File: src/rtl/thermal_trip_latch.sv
module thermal_trip_latch #(
  parameter int TEMP_W = 8,
  parameter int ARM_CYCLES = 1000,
  parameter logic [TEMP_W-1:0] TRIP_RESET = 125
) (
  input  logic              clk,
  input  logic              rst_n,
  input  logic              pwr_good,
  input  logic              vio_ok,
  input  logic              vcore_ok,
  input  logic [TEMP_W-1:0] temp_code,
  input  logic              thr_wr_en,
  input  logic [TEMP_W-1:0] thr_wr_data,
  output logic              trip_oe,
  output logic              trip_n_data,
  output logic              clk_stop_req
);
  localparam int CNT_W = $clog2(ARM_CYCLES + 1);
  localparam logic [CNT_W-1:0] CNT_DONE = CNT_W'(ARM_CYCLES);

  logic [CNT_W-1:0]  arm_cnt;
  logic [TEMP_W-1:0] thr_q;
  logic              trip_q;
  logic              pwr_ok;
  logic              armed;
  logic              hot;

  assign pwr_ok = pwr_good & vio_ok & vcore_ok;
  assign armed  = pwr_ok && (arm_cnt == CNT_DONE);
  assign hot    = temp_code >= thr_q;

  always_ff @(posedge clk or negedge rst_n) begin
    if (!rst_n)            arm_cnt <= '0;
    else if (!pwr_ok)      arm_cnt <= '0;
    else if (!armed)       arm_cnt <= arm_cnt + 1'b1;
  end

  always_ff @(posedge clk or negedge rst_n) begin
    if (!rst_n)         thr_q <= TRIP_RESET;
    else if (thr_wr_en) thr_q <= thr_wr_data;
  end

  always_ff @(posedge clk or negedge rst_n) begin
    if (!rst_n) trip_q <= 1'b0;
    else        trip_q <= pwr_ok & (trip_q | (armed & hot));
  end

  assign trip_oe      = trip_q & pwr_ok;
  assign trip_n_data  = ~trip_oe;
  assign clk_stop_req = trip_q;

  assert_rise_armed_R2: assert property (@(posedge clk) disable iff (!rst_n)
    $rose(clk_stop_req) |-> $past(armed));
  assert_hold_R4: assert property (@(posedge clk) disable iff (!rst_n)
    (clk_stop_req && pwr_ok) |=> clk_stop_req);
  assert_clear_R5: assert property (@(posedge clk) disable iff (!rst_n)
    !pwr_ok |=> !clk_stop_req);
  assert_restart_R6: assert property (@(posedge clk) disable iff (!rst_n)
    !pwr_ok |=> (arm_cnt == '0));
  assert_stop_R7: assert property (@(posedge clk) disable iff (!rst_n)
    trip_oe |-> clk_stop_req);
  assert_drive_low_R8: assert property (@(posedge clk) disable iff (!rst_n)
    trip_oe |-> !trip_n_data);
  assert_thr_write_R9: assert property (@(posedge clk) disable iff (!rst_n)
    thr_wr_en |=> (thr_q == $past(thr_wr_data)));
endmodule

File: config.mk
export PLATFORM = sky130hd
export DESIGN_NAME = thermal_trip_latch
export DESIGN_NICKNAME = d
export VERILOG_FILES = /design/src/rtl/thermal_trip_latch.sv
export SDC_FILE = /design/constraint.sdc
export NUM_CORES = 1
export LEC_CHECK = 0
export BUFFER_PORTS_ARGS = -buffer_cell sky130_fd_sc_hd__buf_2
export CAP_MARGIN = 30
export CORE_MARGIN = 2
export CORE_UTILIZATION = 47
export CTS_CLUSTER_DIAMETER = 60
export DETAILED_ROUTE_END_ITERATION = 7
export MAX_ROUTING_LAYER = met4
export PLACE_DENSITY_LB_ADDON = 0.15
export SYNTH_ARGS = -nofsm -noshare
export SYNTH_HDL_FRONTEND = slang
export SYNTH_SLANG_ARGS = --single-unit
File: constraint.sdc
create_clock -name clk -period 5.1 [get_ports clk]
set_input_delay 0.765 -clock clk [delete_from_list [all_inputs] [get_ports clk]]
set_output_delay 0.765 -clock clk [all_outputs]
set_load 0.01 [all_outputs]
==> results.md, run 1 <==
- Number of filler instances in the final layout: 226
- Number of distinct library cells after synthesis: 29
- Number of maximum-capacitance violations: 0
- Vias per Instance: 5.00
- CP arrival: 1.13 ns
- Cell area after synthesis: 1050 um^2
- Internal power consumption: 209 uW
- Type of the tightest min-delay check: in -> async
- Final Max Slew Viols: 0
- Portion of the clock cycle consumed by the worst path in the final layout: 37.2%
- Worst path setup slack after routing: 3.20 ns
- CP max-delay cell: sky130_fd_sc_hd__buf_2
- Cell at the root of the clock tree: sky130_fd_sc_hd__clkbuf_4
- Vias in the first global route: 759
- Top library cells by usage in the layout, fill and taps aside: 24 x sky130_fd_sc_hd__buf_2, 13 x sky130_fd_sc_hd__inv_1, 13 x sky130_fd_sc_hd__dfrtp_1
- Die height: 51.3 um
- Startpoint class of the critical path: primary input
- Count of cells along the worst register-to-register path: 6
- Synthesized netlist net count: 141
- Buffer and inverter count on the worst path: 3
- First-pass GRT wire length: 3110 um
- Slew headroom: 69.5%
- Hold slack final: 0.375 ns
- Initial core utilization: 48.5%
- Result of the run: complete, no violations
- Data required time of the worst path: 4.34 ns
- Pre-Repair DR Iteration Count: 4
- Number of resized instances in the post-cts repair step: 0
- CTS HTree Levels: 1
- Remaining antenna violation count after routing: 0
- Clock transition at the registers of the reported paths: 0.10 ns
- Violation count after the first detailed-routing iteration: 9
- Count of pins on the block boundary: 25
- Pre-CTS worst setup slack: 3.04 ns
- Met1 Wirelength: 852 um
- Total placed instance area: 1190 um^2
- PwrDens: 229 nW/um^2
- Sequential element share of the synthesized area: 45.9%
- Width of the chip: 51.3 um
- Clock group share of total power: 27.7%
- Sinks on Clock Net: 19
- Layout Area Growth over Synthesis: 15.5%
- Top Layer Used: met4
- Overflow after GRT: 0
- Switching part of the total power: 24.8%
- Final Wtd Congestion: 0.785
- Antenna violations before repair: 0
- GRT Resource Usage Total: 16.8%
- Average wire per cell in the routed design: 11.0 um
- Final-report setup violation count: 0
- Most frequent CP cell: sky130_fd_sc_hd__buf_2
- Reg power frac: 58.3%
- Combined flip-flop and latch cell area: 483 um^2
- Total of buffers placed on input and output ports: 24
- WL met2: 796 um
- Cts hold-fix bufs: 0
- Peak clock frequency supported by timing: 528 MHz
- Maximum resistive drop on vdd: 163 uV
- Minimum clock period after layout: 1.90 ns
- Bufs on Longest Clock Path: 2
- Register bit total from synthesis: 19
- Post-synthesis average cell area: 9.65 um^2
- Post-Layout Inst Area: 1210 um^2
- Count of inserted antenna diode cells: 0
- Latest clock arrival within the worst-skew pair: 0.30 ns
- Cells traversed along the worst timing path: buf_2 -> nand4_1 -> inv_1 -> buf_2
- Final hold vios: 0
- Leakage power total: 0.570 nW
- Area enclosed by the die boundary: 2630 um^2
- Launch instance of the worst register-to-register path: thr_q[2]$_DFFE_PN1P_
- Mapped Cells: 109
- Crit path capture type: output pin
- Worst Skew: 0.00410 ns
- Maximum number of pins on one net before global-route repair: 20
- Commonest non-fill, non-tap cell in the layout: sky130_fd_sc_hd__buf_2
- Critical path fanouts, max: 2
- Synth Warn #: 0
- Residual DRC count: 0
- Worst R2R End: clk_stop_req$_DFF_PN0_
- Total chip power: 278 uW
- Core footprint: 2170 um^2
- Met3 layer wire length in the routed design: 85 um
- Via count: 810
- Switching Power: 69.0 uW
- Fraction of layout cells with a size suffix above 1: 27.6%
- DP HPWL: 1370 um
- CP delay by family, top: buffers and inverters
- Number of core rows: 17
- Share of power burned in combinational logic: 14.1%
- Buffers inserted during post-CTS setup optimization: 0
- Register-to-register setup slack: 3.37 ns
- WS Path Type: in -> out
- CTS tree: yes
- Post-Route Setup TNS: 0 ns
- Transition time at the pin with the least slew margin: 0.456 ns
- Slowest Stage Delay on Critical Path: 0.13 ns
- Cts bufs inserted: 3
- Combined area of the multi-input logic cells: 502 um^2
- Net count reported at finish: 167
- Post-detailed-routing wire length: 1780 um
- RSZ-0062 raised after global routing: false
==> state kept, by name, summed over array words and instances (netlist names) <==
register,count
arm_cnt,10
clk_stop_req,1
thr_q,8
==> layer usage <==
metal	up-vias	GRT usage, %
met4	0	10.5
met3	6	3.51
li1	416	-
met2	20	26.0
met1	368	20.1
met5	-	-
==> worst register-to-register path, delay by kind of cell (launching register included) <==
family                   cells  cell delay, ns
adder cells (fa/ha/maj)      1            0.18
flip-flops                   1            0.53
AND/OR/NAND/NOR              1            0.49
buffers and inverters        1            0.05
AO/OA/AOI/OAI                3            0.37
==> worst max path at each step <==
stage / startpoint / end / slack [ns] / depth (start not counted)
after floorplan: temp_code[1] / clk_stop_req$_DFF_PN0_ / 3.21 / 5
after global placement: temp_code[1] / clk_stop_req$_DFF_PN0_ / 3.06 / 6
after detailed placement: temp_code[1] / clk_stop_req$_DFF_PN0_ / 3.04 / 6
after CTS: vcore_ok / trip_oe / 3.20 / 4
after global routing: vcore_ok / trip_oe / 3.15 / 4
final: vcore_ok / trip_oe / 3.20 / 4
==> power groups by stage <==
stage	clock (mW)	sequential (mW)	combinational (mW)
after global routing	0.0865	0.163	0.0465
after floorplan	0	0.164	0.0230
after global placement	0	0.165	0.0387
final	0.0769	0.162	0.0391
after detailed placement	0	0.165	0.0396
after CTS	0.0797	0.162	0.0400
==> cell families (layout without fill, tap and decap cells) <==
logic type               Yosys count  in the layout  synth area share, %
buffers and inverters             16             41                 6.42
XOR/XNOR                           6              6                 4.99
adder cells (fa/ha/maj)           10             10                 11.9
AO/OA/AOI/OAI                     19             19                 10.7
multiplexers                       2              2                 2.02
flip-flops                        19             19                 45.9
AND/OR/NAND/NOR                   37             37                 18.1
==> synthesized netlist by cell type <==
library cell	count	share of area (%)
sky130_fd_sc_hd__ha_1	10	12
sky130_fd_sc_hd__a21oi_1	6	2.9
sky130_fd_sc_hd__dfstp_2	6	15
sky130_fd_sc_hd__a211oi_2	1	1.2
sky130_fd_sc_hd__or4_4	1	1.1
sky130_fd_sc_hd__o311a_1	1	0.95
sky130_fd_sc_hd__dfrtp_1	13	31
sky130_fd_sc_hd__inv_1	13	4.6
sky130_fd_sc_hd__or3_1	3	1.8
sky130_fd_sc_hd__o21a_1	1	0.71
sky130_fd_sc_hd__nand3_1	5	2.4
sky130_fd_sc_hd__nand3b_1	1	0.71
sky130_fd_sc_hd__clkbuf_1	2	0.71
sky130_fd_sc_hd__nand2_1	11	3.9
sky130_fd_sc_hd__a21o_1	1	0.71
sky130_fd_sc_hd__nor4_1	1	0.59
sky130_fd_sc_hd__nor2_1	7	2.5
sky130_fd_sc_hd__buf_6	1	1.1
sky130_fd_sc_hd__mux2i_1	1	0.95
sky130_fd_sc_hd__xor2_1	2	1.7
sky130_fd_sc_hd__or4_1	1	0.71
sky130_fd_sc_hd__nand2_2	1	0.59
sky130_fd_sc_hd__nand2b_1	2	1.2
sky130_fd_sc_hd__nand4_1	1	0.59
sky130_fd_sc_hd__xnor2_1	4	3.3
sky130_fd_sc_hd__mux2_2	1	1.1
sky130_fd_sc_hd__nand4bb_1	1	1.1
sky130_fd_sc_hd__nor3_1	2	0.95
sky130_fd_sc_hd__o21ai_0	9	4.3
==> stage by stage <==
step | cells | utilization, %
after detailed placement | 158 | 54.8
final | 162 | 56.0
after CTS | 162 | 56.0
after global routing | 162 | 56.0
after global placement | 158 | 54.8
after floorplan | 109 | -
==> cell type report <==
type | instances | share of cell area [%]
Tap cell | 28 | 2.88
Sequential cell | 19 | 39.8
Timing Repair Buffer | 24 | 9.89
Clock buffer | 4 | 2.16
Multi-Input combinational cell | 74 | 41.3
Inverter | 13 | 4.02
Note: power is estimated with default switching activity, not from simulation.
==> run 2: changes to the inputs <==
clock period = 1.7 ns   (was 5.1 ns; I/O delays follow)
==> results.md, run 2 (same netlist as run 1, synthesis figures left out) <==
- WS Path Type: reg -> reg (was in -> out)
- Width of the chip: 51.3 um (unchanged)
- Reg power frac: 56.8% (was 58.3%)
- Maximum number of pins on one net before global-route repair: 20 (unchanged)
- Final Max Slew Viols: 0 (unchanged)
- Peak clock frequency supported by timing: 587 MHz
- GRT Resource Usage Total: 18.5% (was 16.8%)
- CTS HTree Levels: 1 (unchanged)
- Count of non-filler cells in the finished layout: 164 (was 162)
- Count of inserted antenna diode cells: 0 (unchanged)
- HP Start: thr_wr_data[5]
- CP arrival: 1.88 ns (was 1.13 ns)
- Average wire per cell in the routed design: 12.1 um (was 11.0 um)
- Antenna violations before repair: 0 (unchanged)
- Number of maximum-capacitance violations: 0 (unchanged)
- Switching Power: 220 uW (was 69.0 uW)
- Switching part of the total power: 25.7% (was 24.8%)
- First-pass GRT wire length: 3440 um (was 3110 um)
- Register-to-register setup slack: -0.002 ns (was 3.37 ns)
- Result of the run: finished, violations left (was complete, no violations)
- Sinks on Clock Net: 19 (unchanged)
- Total of buffers placed on input and output ports: 24 (unchanged)
- Cts bufs inserted: 3 (unchanged)
- Count of cells along the worst register-to-register path: 6 (unchanged)
- Layout Area Growth over Synthesis: 19.3% (was 15.5%)
- Via count: 832 (was 810)
- DP HPWL: 1530 um (was 1370 um)
- Pre-CTS worst setup slack: -0.0142 ns (was 3.04 ns)
- Share of power burned in combinational logic: 15.4% (was 14.1%)
- Remaining antenna violation count after routing: 0 (unchanged)
- Worst hold endpoint: thr_q[5]$_DFFE_PN1P_
- Post-detailed-routing wire length: 1990 um (was 1780 um)
- Final Wtd Congestion: 0.786 (was 0.785)
- Final hold vios: 0 (unchanged)
- Bufs on Longest Clock Path: 2 (unchanged)
- Leakage power total: 0.579 nW (was 0.570 nW)
- Internal power consumption: 636 uW (was 209 uW)
- Final-report setup violation count: 1 (was 0)
- Number of core rows: 17 (unchanged)
- Portion of the clock cycle consumed by the worst path in the final layout: 100%
- Worst Skew: 0.00201 ns (was 0.00410 ns)
- Transition time at the pin with the least slew margin: 0.452 ns (was 0.456 ns)
- Register containing the most flip-flops in the final layout: arm_cnt (unchanged)
- Slew headroom: 69.8% (was 69.5%)
- Launch instance of the worst register-to-register path: thr_q[2]$_DFFE_PN1P_ (unchanged)
- PwrDens: 682 nW/um^2 (was 229 nW/um^2)
- CTS tree: yes (unchanged)
- Count of pins on the block boundary: 25 (unchanged)
- Vias per Instance: 5.07 (was 5.00)
- Type of the tightest min-delay check: in -> reg (was in -> async)
- Final cell utilization of the core: 57.8% (was 56.0%)
- Fraction of layout cells with a size suffix above 1: 31.6% (was 27.6%)
- Minimum clock period after layout: 1.70 ns
- Number of cells traversed by the worst hold path: 3
- Vias in the first global route: 802 (was 759)
- Die height: 51.3 um (unchanged)
- Maximum resistive drop on vdd: 500 uV (was 163 uV)
- Commonest non-fill, non-tap cell in the layout: sky130_fd_sc_hd__buf_2 (unchanged)
- Top library cells by usage in the layout, fill and taps aside: 24 x sky130_fd_sc_hd__buf_2, 13 x sky130_fd_sc_hd__dfrtp_1, 12 x sky130_fd_sc_hd__inv_1 (was 24 x sky130_fd_sc_hd__buf_2, 13 x sky130_fd_sc_hd__inv_1, 13 x sky130_fd_sc_hd__dfrtp_1)
- Core footprint: 2170 um^2 (unchanged)
- Worst path setup slack after routing: -0.00214 ns (was 3.20 ns)
- Clock group share of total power: 27.8% (was 27.7%)
- Initial core utilization: 48.5% (unchanged)
- Area enclosed by the die boundary: 2630 um^2 (unchanged)
- Residual DRC count: 0 (unchanged)
- Largest register FFs: 10 (unchanged)
- Startpoint class of the critical path: flop (was primary input)
- Critical path fanouts, max: 2 (unchanged)
- Cell at the root of the clock tree: sky130_fd_sc_hd__clkbuf_4 (unchanged)
- Clock transition at the registers of the reported paths: 0.11 ns (was 0.10 ns)
- Placed Cells incl. Taps: 159 (was 158)
- Latest clock arrival within the worst-skew pair: 0.30 ns (about the same)
- Crit path capture type: flop (was output pin)
- Violations in the final reports: setup timing
- Net count reported at finish: 169 (was 167)
- Overflow after GRT: 0 (unchanged)
- Worst R2R End: clk_stop_req$_DFF_PN0_ (unchanged)
- Worst setup path startpoint: thr_q[2]$_DFFE_PN1P_ (was vcore_ok)
- Pre-Repair DR Iteration Count: 2 (was 4)
- RSZ-0062 raised after global routing: true (was false)
- Data required time of the worst path: 1.88 ns (was 4.34 ns)
- Violation count after the first detailed-routing iteration: 3 (was 9)
run 2: worst max path at each step:
stage               slack (ns)                      to  cells after the start
global placement          0.02  clk_stop_req$_DFF_PN0_                      6
finish                  -0.002  clk_stop_req$_DFF_PN0_                      6
floorplan                 0.06  clk_stop_req$_DFF_PN0_                      6
CTS                      0.003  clk_stop_req$_DFF_PN0_                      6
detailed placement       -0.01  clk_stop_req$_DFF_PN0_                      6
global route             -0.06  clk_stop_req$_DFF_PN0_                      6
run 2: metal layers:
metal	global-route usage, %	wire, um	part of all wire [%]
met5	-	0	0
met4	11.0	36	1.8
met3	2.63	75	3.8
met1	21.3	918	46
met2	30.7	962	48
run 2: power by group through the flow:
| stage | Combinational [mW] | Sequential [mW] | Clock (mW) |
|---|---|---|---|
| 4_1_cts | 0.124 | 0.486 | 0.248 |
| 2_1_floorplan | 0.0689 | 0.493 | 0 |
| 3_3_place_gp | 0.118 | 0.493 | 0 |
| 6_report | 0.132 | 0.486 | 0.238 |
| 5_1_grt | 0.155 | 0.489 | 0.264 |
| 3_5_place_dp | 0.121 | 0.494 | 0 |
run 2: what timing repair did:
action,in CTS,in global routing
resized for setup,1,5
endpoints found under the hold margin,13,0
hold buffers,1,0
setup buffers,0,0
endpoints found under the setup margin,1,1
pin swaps,1,4
run 2: per-stage QoR:
| stage | TNS (ns) | power [mW] | instance area [um^2] | hold WS [ns] |
|---|---|---|---|---|
| after floorplan | 0 | 0.562 | 1050 | -0.0406 |
| after global placement | 0 | 0.612 | 1200 | 0.217 |
| after detailed placement | -0.0142 | 0.615 | 1200 | 0.218 |
| after CTS | 0 | 0.858 | 1230 | 0.143 |
| after global routing | -0.0586 | 0.908 | 1250 | 0.163 |
| final | -0.00214 | 0.856 | 1250 | 0.156 |
run 2: layout make-up:
| class | instances | area [um^2] |
|---|---|---|
| multi-input cells | 74 | 524 |
| fillers | 223 | 915 |
| flip-flops and latches | 19 | 483 |
| inverters | 13 | 48.8 |
| clock buffers | 4 | 26.3 |
| well taps | 28 | 35.0 |
| repair buffers | 26 | 138 |
run 2: critical path, cell delays in order, from the launching register on:
cell,delay (ns)
sky130_fd_sc_hd__dfstp_2,0.54
sky130_fd_sc_hd__inv_2,0.04
sky130_fd_sc_hd__ha_4,0.15
sky130_fd_sc_hd__or4_4,0.53
sky130_fd_sc_hd__a21oi_2,0.11
sky130_fd_sc_hd__o311a_1,0.18
sky130_fd_sc_hd__a211oi_2,0.03
==> run 3: changes to the inputs <==
HOLD_SLACK_MARGIN = 0.08   (was not set)
SKIP_CTS_REPAIR_TIMING = 1   (was not set)
==> results.md, run 3 (same netlist as run 1, synthesis figures left out) <==
- Result of the run: complete, no violations (was finished, violations left)
- Count of pins on the block boundary: 25 (unchanged)
- Final Wtd Congestion: 0.786 (unchanged)
- Number of maximum-capacitance violations: 0 (unchanged)
- Total chip power: 859 uW (was 856 uW)
- Internal power consumption: 636 uW (about the same)
- Data required time of the worst path: 1.89 ns (was 1.88 ns)
- Commonest non-fill, non-tap cell in the layout: sky130_fd_sc_hd__buf_2 (unchanged)
- Area enclosed by the die boundary: 2630 um^2 (unchanged)
- Share of power burned in combinational logic: 15.4% (about the same)
- Peak clock frequency supported by timing: 594 MHz (was 587 MHz)
- Switching part of the total power: 26.0% (was 25.7%)
- Overflow after GRT: 0 (unchanged)
- Core footprint: 2170 um^2 (unchanged)
- Largest register FFs: 10 (unchanged)
- Number of filler instances in the final layout: 223 (unchanged)
- Layout Area Growth over Synthesis: 19.3% (unchanged)
- Count of inserted antenna diode cells: 0 (unchanged)
- Top library cells by usage in the layout, fill and taps aside: 24 x sky130_fd_sc_hd__buf_2, 13 x sky130_fd_sc_hd__dfrtp_1, 12 x sky130_fd_sc_hd__inv_1 (unchanged)
- Latest clock arrival within the worst-skew pair: 0.31 ns (was 0.30 ns)
- Die height: 51.3 um (unchanged)
- WS Path Type: reg -> reg (unchanged)
- Register-to-register setup slack: 0.02 ns (was -0.002 ns)
- Vias per Instance: 5.08 (was 5.07)
- Minimum clock period after layout: 1.68 ns (was 1.70 ns)
- Maximum resistive drop on vdd: 506 uV (was 500 uV)
- Residual DRC count: 0 (unchanged)
- Switching Power: 223 uW (was 220 uW)
- Antenna violations before repair: 0 (unchanged)
- Worst Skew: 0.00538 ns (was 0.00201 ns)
- Net count reported at finish: 169 (unchanged)
- First-pass GRT wire length: 3390 um (was 3440 um)
- PwrDens: 684 nW/um^2 (was 682 nW/um^2)
- Maximum number of pins on one net before global-route repair: 20 (unchanged)
- Via count: 833 (was 832)
- RSZ-0062 raised after global routing: true (unchanged)
- Worst path setup slack after routing: 0.0153 ns (was -0.00214 ns)
- Leakage power total: 0.579 nW (about the same)
- Clock transition at the registers of the reported paths: 0.11 ns (about the same)
- Final-report setup violation count: 0 (was 1)
- Startpoint class of the critical path: flop (unchanged)
- Pre-CTS worst setup slack: -0.0142 ns (unchanged)
- Crit path capture type: flop (unchanged)
- GRT Resource Usage Total: 18.2% (was 18.5%)
- Cell at the root of the clock tree: sky130_fd_sc_hd__clkbuf_4 (unchanged)
- Fraction of layout cells with a size suffix above 1: 31.6% (unchanged)
- Remaining antenna violation count after routing: 0 (unchanged)
- Post-detailed-routing wire length: 1990 um (about the same)
- Vias in the first global route: 799 (was 802)
- Cts bufs inserted: 3 (unchanged)
- Critical path fanouts, max: 2 (unchanged)
- Final Max Slew Viols: 0 (unchanged)
- Average wire per cell in the routed design: 12.1 um (about the same)
- Register containing the most flip-flops in the final layout: arm_cnt (unchanged)
- Violation count after the first detailed-routing iteration: 3 (unchanged)
- Type of the tightest min-delay check: in -> reg (unchanged)
- Total of buffers placed on input and output ports: 24 (unchanged)
- CTS tree: yes (unchanged)
- Slew headroom: 68.3% (was 69.8%)
- CP arrival: 1.87 ns (was 1.88 ns)
- Reg power frac: 56.6% (was 56.8%)
- Bufs on Longest Clock Path: 2 (unchanged)
- Portion of the clock cycle consumed by the worst path in the final layout: 99.1% (was 100%)
- Sinks on Clock Net: 19 (unchanged)
- Number of core rows: 17 (unchanged)
- DP HPWL: 1530 um (unchanged)
- Initial core utilization: 48.5% (unchanged)
- CTS HTree Levels: 1 (unchanged)
- Width of the chip: 51.3 um (unchanged)
- Final hold vios: 0 (unchanged)
- Transition time at the pin with the least slew margin: 0.475 ns (was 0.452 ns)
- Clock group share of total power: 28.1% (was 27.8%)
- Pre-Repair DR Iteration Count: 3 (was 2)
==> run 3: cell counts in the layout (fill, tap and decap cells not counted) <==
Identical to the previous run, type by type.
==> run 3: cell type report <==
cell class	count	area (um^2)	share of cell area, %
Sequential cell	19	483	38.5
Inverter	13	48.8	3.89
Clock buffer	4	26.3	2.09
Timing Repair Buffer	26	138	11.0
Tap cell	28	35.0	2.79
Multi-Input combinational cell	74	524	41.8
==> run 3: per-layer routing <==
metal / vias to the layer above / GRT usage (%) / wire [um]
li1: 420 / - / -
met1: 392 / 21.1 / 926
met2: 17 / 30.1 / 954
met3: 4 / 2.63 / 74
met4: 0 / 11.0 / 37
met5: - / - / 0
==> run 3: worst max-delay path, cell delays in order, from the launching register on <==
cell and delay [ns]:
sky130_fd_sc_hd__dfstp_2 0.54, sky130_fd_sc_hd__inv_2 0.04, sky130_fd_sc_hd__ha_4 0.15, sky130_fd_sc_hd__or4_4 0.53, sky130_fd_sc_hd__a21oi_2 0.11, sky130_fd_sc_hd__o311a_1 0.16
sky130_fd_sc_hd__a211oi_2 0.03
==> run 3: through the flow <==
step	hold WS, ns	setup TNS (ns)	cell area [um^2]	cells	utilization [%]
after floorplan	-0.0406	0	1050	109	-
after global placement	0.217	0	1200	159	55.1
final	0.150	0	1250	164	57.8
after detailed placement	0.218	-0.0142	1200	159	55.1
after global routing	0.163	-0.0406	1250	164	57.8
after CTS	-0.126	-0.0251	1220	163	56.3
==> run 3: power groups by stage <==
stage	Combinational, mW	Sequential (mW)	Clock, mW
6_report	0.132	0.486	0.241
5_1_grt	0.155	0.489	0.264
4_1_cts	0.122	0.486	0.248
3_5_place_dp	0.121	0.494	0
3_3_place_gp	0.118	0.493	0
2_1_floorplan	0.0689	0.493	0
==> run 3: final timing paths <==
| check | startpoint | to | cells after the start |
|---|---|---|---|
| min reg2reg | thr_q[5]$_DFFE_PN1P_ | thr_q[5]$_DFFE_PN1P_ | 2 |
| max | thr_q[2]$_DFFE_PN1P_ | clk_stop_req$_DFF_PN0_ | 6 |
| max in group asynchronous | rst_n | thr_q[4]$_DFFE_PN1P_ | 2 |
| max reg2reg | thr_q[2]$_DFFE_PN1P_ | clk_stop_req$_DFF_PN0_ | 6 |
| min | thr_wr_data[7] | thr_q[7]$_DFFE_PN0P_ | 3 |
| min in group asynchronous | rst_n | arm_cnt[7]$_DFFE_PN0P_ | 2 |
